===== src/rtl/thrcmp_pkg.sv =====
package thrcmp_pkg;
  localparam int VAL_W = 12;
  localparam int TAG_W = 4;

  typedef struct packed {
    logic             en;
    logic             gt;
    logic [TAG_W-1:0] chan;
    logic [VAL_W-1:0] limit;
  } slot_cfg_t;
endpackage


===== src/rtl/thr_slot.sv =====
module thr_slot
  import thrcmp_pkg::*;
(
  input  logic             clk,
  input  logic             rst_n,
  input  logic             wr_i,
  input  slot_cfg_t        cfg_i,
  input  logic             valid_i,
  input  logic [TAG_W-1:0] tag_i,
  input  logic [VAL_W-1:0] value_i,
  output logic             hit_o
);
  slot_cfg_t cfg_q;

  always_ff @(posedge clk) begin
    if (!rst_n) cfg_q <= '0;
    else if (wr_i) cfg_q <= cfg_i;
  end

  logic cmp_true;
  always_comb begin
    if (cfg_q.gt) cmp_true = value_i > cfg_q.limit;
    else          cmp_true = value_i < cfg_q.limit;
    hit_o = valid_i && cfg_q.en && (tag_i == cfg_q.chan) && cmp_true;
  end


  slot_tag_match_chk: assert property (@(posedge clk) disable iff (!rst_n)
    hit_o |-> (tag_i == cfg_q.chan));

  slot_no_equal_trip_chk: assert property (@(posedge clk) disable iff (!rst_n)
    hit_o |-> (value_i != cfg_q.limit));
endmodule


===== src/rtl/bat_window.sv =====
module bat_window
  import thrcmp_pkg::*;
#(
  parameter logic [TAG_W-1:0] BAT_TAG = 4'd8
) (
  input  logic             clk,
  input  logic             rst_n,
  input  logic             wr_i,
  input  logic [VAL_W-1:0] hi_i,
  input  logic [VAL_W-1:0] lo_i,
  input  logic             valid_i,
  input  logic [TAG_W-1:0] tag_i,
  input  logic [VAL_W-1:0] value_i,
  output logic             hit_o
);
  logic [VAL_W-1:0] hi_q, lo_q;

  always_ff @(posedge clk) begin
    if (!rst_n) begin
      hi_q <= '1;
      lo_q <= '0;
    end else if (wr_i) begin
      hi_q <= hi_i;
      lo_q <= lo_i;
    end
  end

  always_comb
    hit_o = valid_i && (tag_i == BAT_TAG) && ((value_i > hi_q) || (value_i < lo_q));


  bat_tag_only_chk: assert property (@(posedge clk) disable iff (!rst_n)
    hit_o |-> (tag_i == BAT_TAG && valid_i));
endmodule


===== src/rtl/chan_thresh_bank.sv =====
module chan_thresh_bank
  import thrcmp_pkg::*;
#(
  parameter int               N_SLOT  = 8,
  parameter logic [TAG_W-1:0] BAT_TAG = 4'd8,
  localparam int              IDX_W   = $clog2(N_SLOT),
  localparam int              N_STS   = N_SLOT + 1
) (
  input  logic             clk,
  input  logic             rst_n,
  input  logic             smp_valid,
  output logic             smp_ready,
  input  logic [TAG_W-1:0] smp_tag,
  input  logic [VAL_W-1:0] smp_value,
  input  logic             cfg_we,
  input  logic [IDX_W-1:0] cfg_idx,
  input  logic             cfg_en,
  input  logic             cfg_gt,
  input  logic [TAG_W-1:0] cfg_chan,
  input  logic [VAL_W-1:0] cfg_limit,
  input  logic             bat_we,
  input  logic [VAL_W-1:0] bat_hi,
  input  logic [VAL_W-1:0] bat_lo,
  input  logic [N_STS-1:0] sts_clr,
  input  logic [N_STS-1:0] irq_mask,
  output logic [N_STS-1:0] sts,
  output logic             irq
);
  logic [N_STS-1:0] hit;
  logic             take;
  slot_cfg_t        wr_cfg;

  assign smp_ready = 1'b1;
  assign take      = smp_valid && smp_ready;
  assign wr_cfg    = '{en: cfg_en, gt: cfg_gt, chan: cfg_chan, limit: cfg_limit};

  for (genvar k = 0; k < N_SLOT; k++) begin : g_slot
    thr_slot u_slot (
      .clk    (clk),
      .rst_n  (rst_n),
      .wr_i   (cfg_we && (cfg_idx == IDX_W'(k))),
      .cfg_i  (wr_cfg),
      .valid_i(take),
      .tag_i  (smp_tag),
      .value_i(smp_value),
      .hit_o  (hit[k])
    );
  end

  bat_window #(.BAT_TAG(BAT_TAG)) u_bat (
    .clk    (clk),
    .rst_n  (rst_n),
    .wr_i   (bat_we),
    .hi_i   (bat_hi),
    .lo_i   (bat_lo),
    .valid_i(take),
    .tag_i  (smp_tag),
    .value_i(smp_value),
    .hit_o  (hit[N_SLOT])
  );

  always_ff @(posedge clk) begin
    if (!rst_n) sts <= '0;
    else        sts <= (sts & ~sts_clr) | hit;
  end

  assign irq = |(sts & irq_mask);

  for (genvar b = 0; b < N_STS; b++) begin : g_chk

    sts_sticky_chk: assert property (@(posedge clk) disable iff (!rst_n)
      (sts[b] && !sts_clr[b]) |=> sts[b]);

    sts_needs_valid_chk: assert property (@(posedge clk) disable iff (!rst_n)
      $rose(sts[b]) |-> $past(smp_valid));
  end


  irq_source_chk: assert property (@(posedge clk) disable iff (!rst_n)
    irq |-> (|sts));
endmodule


===== config.mk =====
export PLATFORM = sky130hd
export DESIGN_NAME = chan_thresh_bank
export DESIGN_NICKNAME = d
export VERILOG_FILES = /design/src/rtl/thrcmp_pkg.sv /design/src/rtl/thr_slot.sv /design/src/rtl/bat_window.sv /design/src/rtl/chan_thresh_bank.sv
export SDC_FILE = /design/constraint.sdc
export NUM_CORES = 1
export LEC_CHECK = 0
export CORE_ASPECT_RATIO = 1.2
export CORE_MARGIN = 8
export CORE_UTILIZATION = 37
export CTS_CLUSTER_SIZE = 12
export DETAILED_ROUTE_END_ITERATION = 10
export MAX_ROUTING_LAYER = met4
export PLACE_DENSITY = 0.54
export SYNTH_ARGS = -nofsm -noshare
export SYNTH_HDL_FRONTEND = slang
export SYNTH_SLANG_ARGS = --single-unit

===== constraint.sdc =====
create_clock -name clk -period 3.8 [get_ports clk]
set_input_delay 0.76 -clock clk [delete_from_list [all_inputs] [get_ports clk]]
set_output_delay 0.76 -clock clk [all_outputs]
set_load 0.02 [all_outputs]

==> flow_metrics.tcl <==
set metrics [dict create \
    synth_cell_types 55 \
    clockBufferDepth 2 \
    setup_viol 0 \
    syn_avg_cell_area_um2 8.22 \
    first_iter_violations 509 \
    critical_path_required_ns 3.04 \
    ctsHoldBuffers 0 \
    syn_inst 1235 \
    synthFlopType "dfxtp_1" \
    min_period_over_period_pct 81.9 \
    crit_end "irq" \
    ios 95 \
    worstHoldPathType "register to register" \
    drt_pass1_iterations 5 \
    skew_ns 0.0114 \
    crit_arrival_ns 2.35 \
    synth_seq_cells 177 \
    chipHeight_um 197 \
    end_kind "output pin" \
    track_usage_pct 18.8 \
    cp_slowest_cell "clkdlybuf4s50_1" \
    slew_violations 0 \
    drcViolationCount 0 \
    htree_levels 4 \
    wl_per_cell_um 18.1 \
    grt_max_degree 115 \
    cts_resized 0 \
    instances_no_fill 1653 \
    finalCriticalPeriod_ns 3.11 \
    relSlewSlack_pct 31.0 \
    port-buffer-count 93 \
    grt_pass1_wl_um 46600 \
    drive_gt1_share_pct 5.33 \
    peakVddDrop_mv 0.220 \
    core_area_um2 27100 \
    p_per_area_nw_per_um2 364 \
    antenna_found_initial 0 \
    worst-path-max-fanout 1 \
    clkTransAtPathRegs_ns 0.07 \
    slowest_delay_ns 0.55 \
    hold_viol 0 \
    post-route-util_pct 44.0 \
    grt_pass1_vias 8212 \
    synth-edff-count 0 \
    fp.dieW_um 167 \
    yosysSeqAreaShare_pct 34.9 \
    die_area_um2 33000 \
    dp_hpwl_um 21300 \
    worst-setup-path-type "primary input to output pin" \
    rsz0062_at_grt "no" \
    ys_warn_count 0 \
    clock-sinks 177 \
    cts_setup_buffers 0 \
    synthArstFlopShare_pct 0 \
    clock-root-buffer "clkbuf_16" \
    status "completed" \
    worst_pin_slew_ns 1.03 \
    dp.cells 1621 \
    max_freq_ghz 0.321 \
    diodes 0 \
    wl_um 29900 \
    r2r_start "g_slot[3].u_slot.cfg_q[7]$_SDFFE_PN0P_" \
    viasPerCell 5.04 \
    setup_tns_ns 0 \
    gp_congestion 0.831 \
    crit_top_cell "clkdlybuf4s50_1" \
    numCtsBuffers 17 \
    r2r-end "sts[3]$_SDFF_PN0_" \
    num-fill-cells 2741 \
    crit_chain "clkdlybuf4s50_1 > a22o_1 > a221oi_1 > nand3_1 > clkdlybuf4s50_1" \
    r2r_cells 8 \
    cap_violations 0 \
    areaGrowthSynthToFinish_pct 17.3 \
    row_count 66 \
    start_kind "primary input" \
    r2r_slack_ns 1.71 \
    grt-ovfl-total 0 \
    p_leak_nw 4.40 \
    tritoncts "yes" \
    postRouteAntennaNets 0 \
    syn_nets 1438 \
    syn_area_um2 10100 \
    startpoint "irq_mask[4]" \
    start_util_pct 37.5 \
    clock_latency_ns 0.44 \
    nNetsFinal 1503 \
    vias 8332 \
]
[where the power goes]
part           switching, mW  total, mW  internal, mW
combinational          0.328      0.591         0.263
sequential            0.0231       1.93          1.90
clock                  0.815       1.81         0.999
[cells in the final DEF (no fill, tap or decap), types with 4 or more instances in the layout]
master	instances
a21oi_1	37
dfxtp_1	177
xor2_1	24
inv_6	5
ha_1	119
nand3b_1	11
a21boi_1	9
a211oi_1	6
xnor2_1	8
nand2_1	308
clkdlybuf4s50_1	92
nor2_1	7
nor2b_1	30
nand2b_1	4
o21ai_0	10
or2_2	4
nand4_1	36
nor3_1	13
a21o_1	19
clkbuf_16	17
nand3_1	19
mux2i_1	13
buf_4	23
o211ai_1	21
a21boi_0	135
inv_1	114
[area by class of cell]
type                       instances  area [um2]  area share, %
clock buffer                      19         443           3.72
clock inverter                    13         149           1.25
inverter                         114         428           3.59
multi-input combinational        875        5820           48.9
sequential                       177        3540           29.8
tap                              340         425           3.57
timing repair buffer             115        1090           9.19
[worst min path at each step]
stage | start | end | cells past startpoint
floorplan | g_slot[0].u_slot.cfg_q[10]$_SDFFE_PN0P_ | g_slot[0].u_slot.cfg_q[10]$_SDFFE_PN0P_ | 2
global placement | g_slot[0].u_slot.cfg_q[10]$_SDFFE_PN0P_ | g_slot[0].u_slot.cfg_q[10]$_SDFFE_PN0P_ | 2
detailed placement | g_slot[0].u_slot.cfg_q[10]$_SDFFE_PN0P_ | g_slot[0].u_slot.cfg_q[10]$_SDFFE_PN0P_ | 2
CTS | g_slot[0].u_slot.cfg_q[10]$_SDFFE_PN0P_ | g_slot[0].u_slot.cfg_q[10]$_SDFFE_PN0P_ | 2
global route | g_slot[6].u_slot.cfg_q[7]$_SDFFE_PN0P_ | g_slot[6].u_slot.cfg_q[7]$_SDFFE_PN0P_ | 2
finish | g_slot[0].u_slot.cfg_q[10]$_SDFFE_PN0P_ | g_slot[0].u_slot.cfg_q[10]$_SDFFE_PN0P_ | 2
[metal layers]
| metal | GRT usage (%) | vias to the layer above | part of all wire, % |
|---|---|---|---|
| met5 | - | - | 0 |
| met4 | 5.53 | 0 | 1.7 |
| met3 | 2.82 | 29 | 3.9 |
| met2 | 31.4 | 150 | 48 |
| met1 | 23.2 | 3884 | 46 |
| li1 | - | 4269 | - |
[cells in the mapped netlist, drive strengths merged, types with 11 or more instances]
cell    count  area share [%]
a21boi    144              11
a21o       19             1.4
a21oi      37             1.8
buf        42             2.5
clkbuf     27             1.0
dfxtp     177              35
ha        119              15
inv       114             4.2
mux2i      13             1.3
nand2     309              11
nand3      19            0.94
nand3b     11            0.81
nand4      36             2.2
nor2       13            0.78
nor2b      30             1.8
nor3       15            0.90
o211ai     21             1.6
o21ai      11            0.58
xor2       24             2.1
[state kept, by name, indices dropped and copies added, names as in the netlist]
signal               flops
u_bat.lo_q              12
u_bat.hi_q              12
g_slot.u_slot.cfg_q    144
sts                      9
[cell families after synthesis]
family / count (synthesis) / share of synthesized area [%]
AO/OA/AOI/OAI: 259 / 18.3
XOR/XNOR: 32 / 2.76
adder cells (fa/ha/maj): 119 / 14.7
buffers and inverters: 183 / 7.69
flip-flops: 177 / 34.9
multiplexers: 14 / 1.39
other: 1 / 0.0370
AND/OR/NAND/NOR: 450 / 20.2
[critical path: cells and delay by family]
| family | cells | cell delay, ns |
|---|---|---|
| AOI/OAI and AO/OA | 2 | 0.53 |
| buffers and inverters | 2 | 0.95 |
| and+or+nand+nor | 1 | 0.10 |
[through the flow]
step | hold WS (ns) | worst slack, ns | cell area, um2 | power, mW
floorplan | 0.435 | 1.41 | 10100 | 2.32
global placement | 0.441 | 0.585 | 11300 | 2.55
detailed placement | 0.446 | 0.547 | 11300 | 2.56
CTS | 0.456 | 0.672 | 11900 | 4.38
global route | 0.484 | 0.601 | 11900 | 4.51
finish | 0.456 | 0.688 | 11900 | 4.33
No activity file was read; power rests on OpenSTA's default activity.
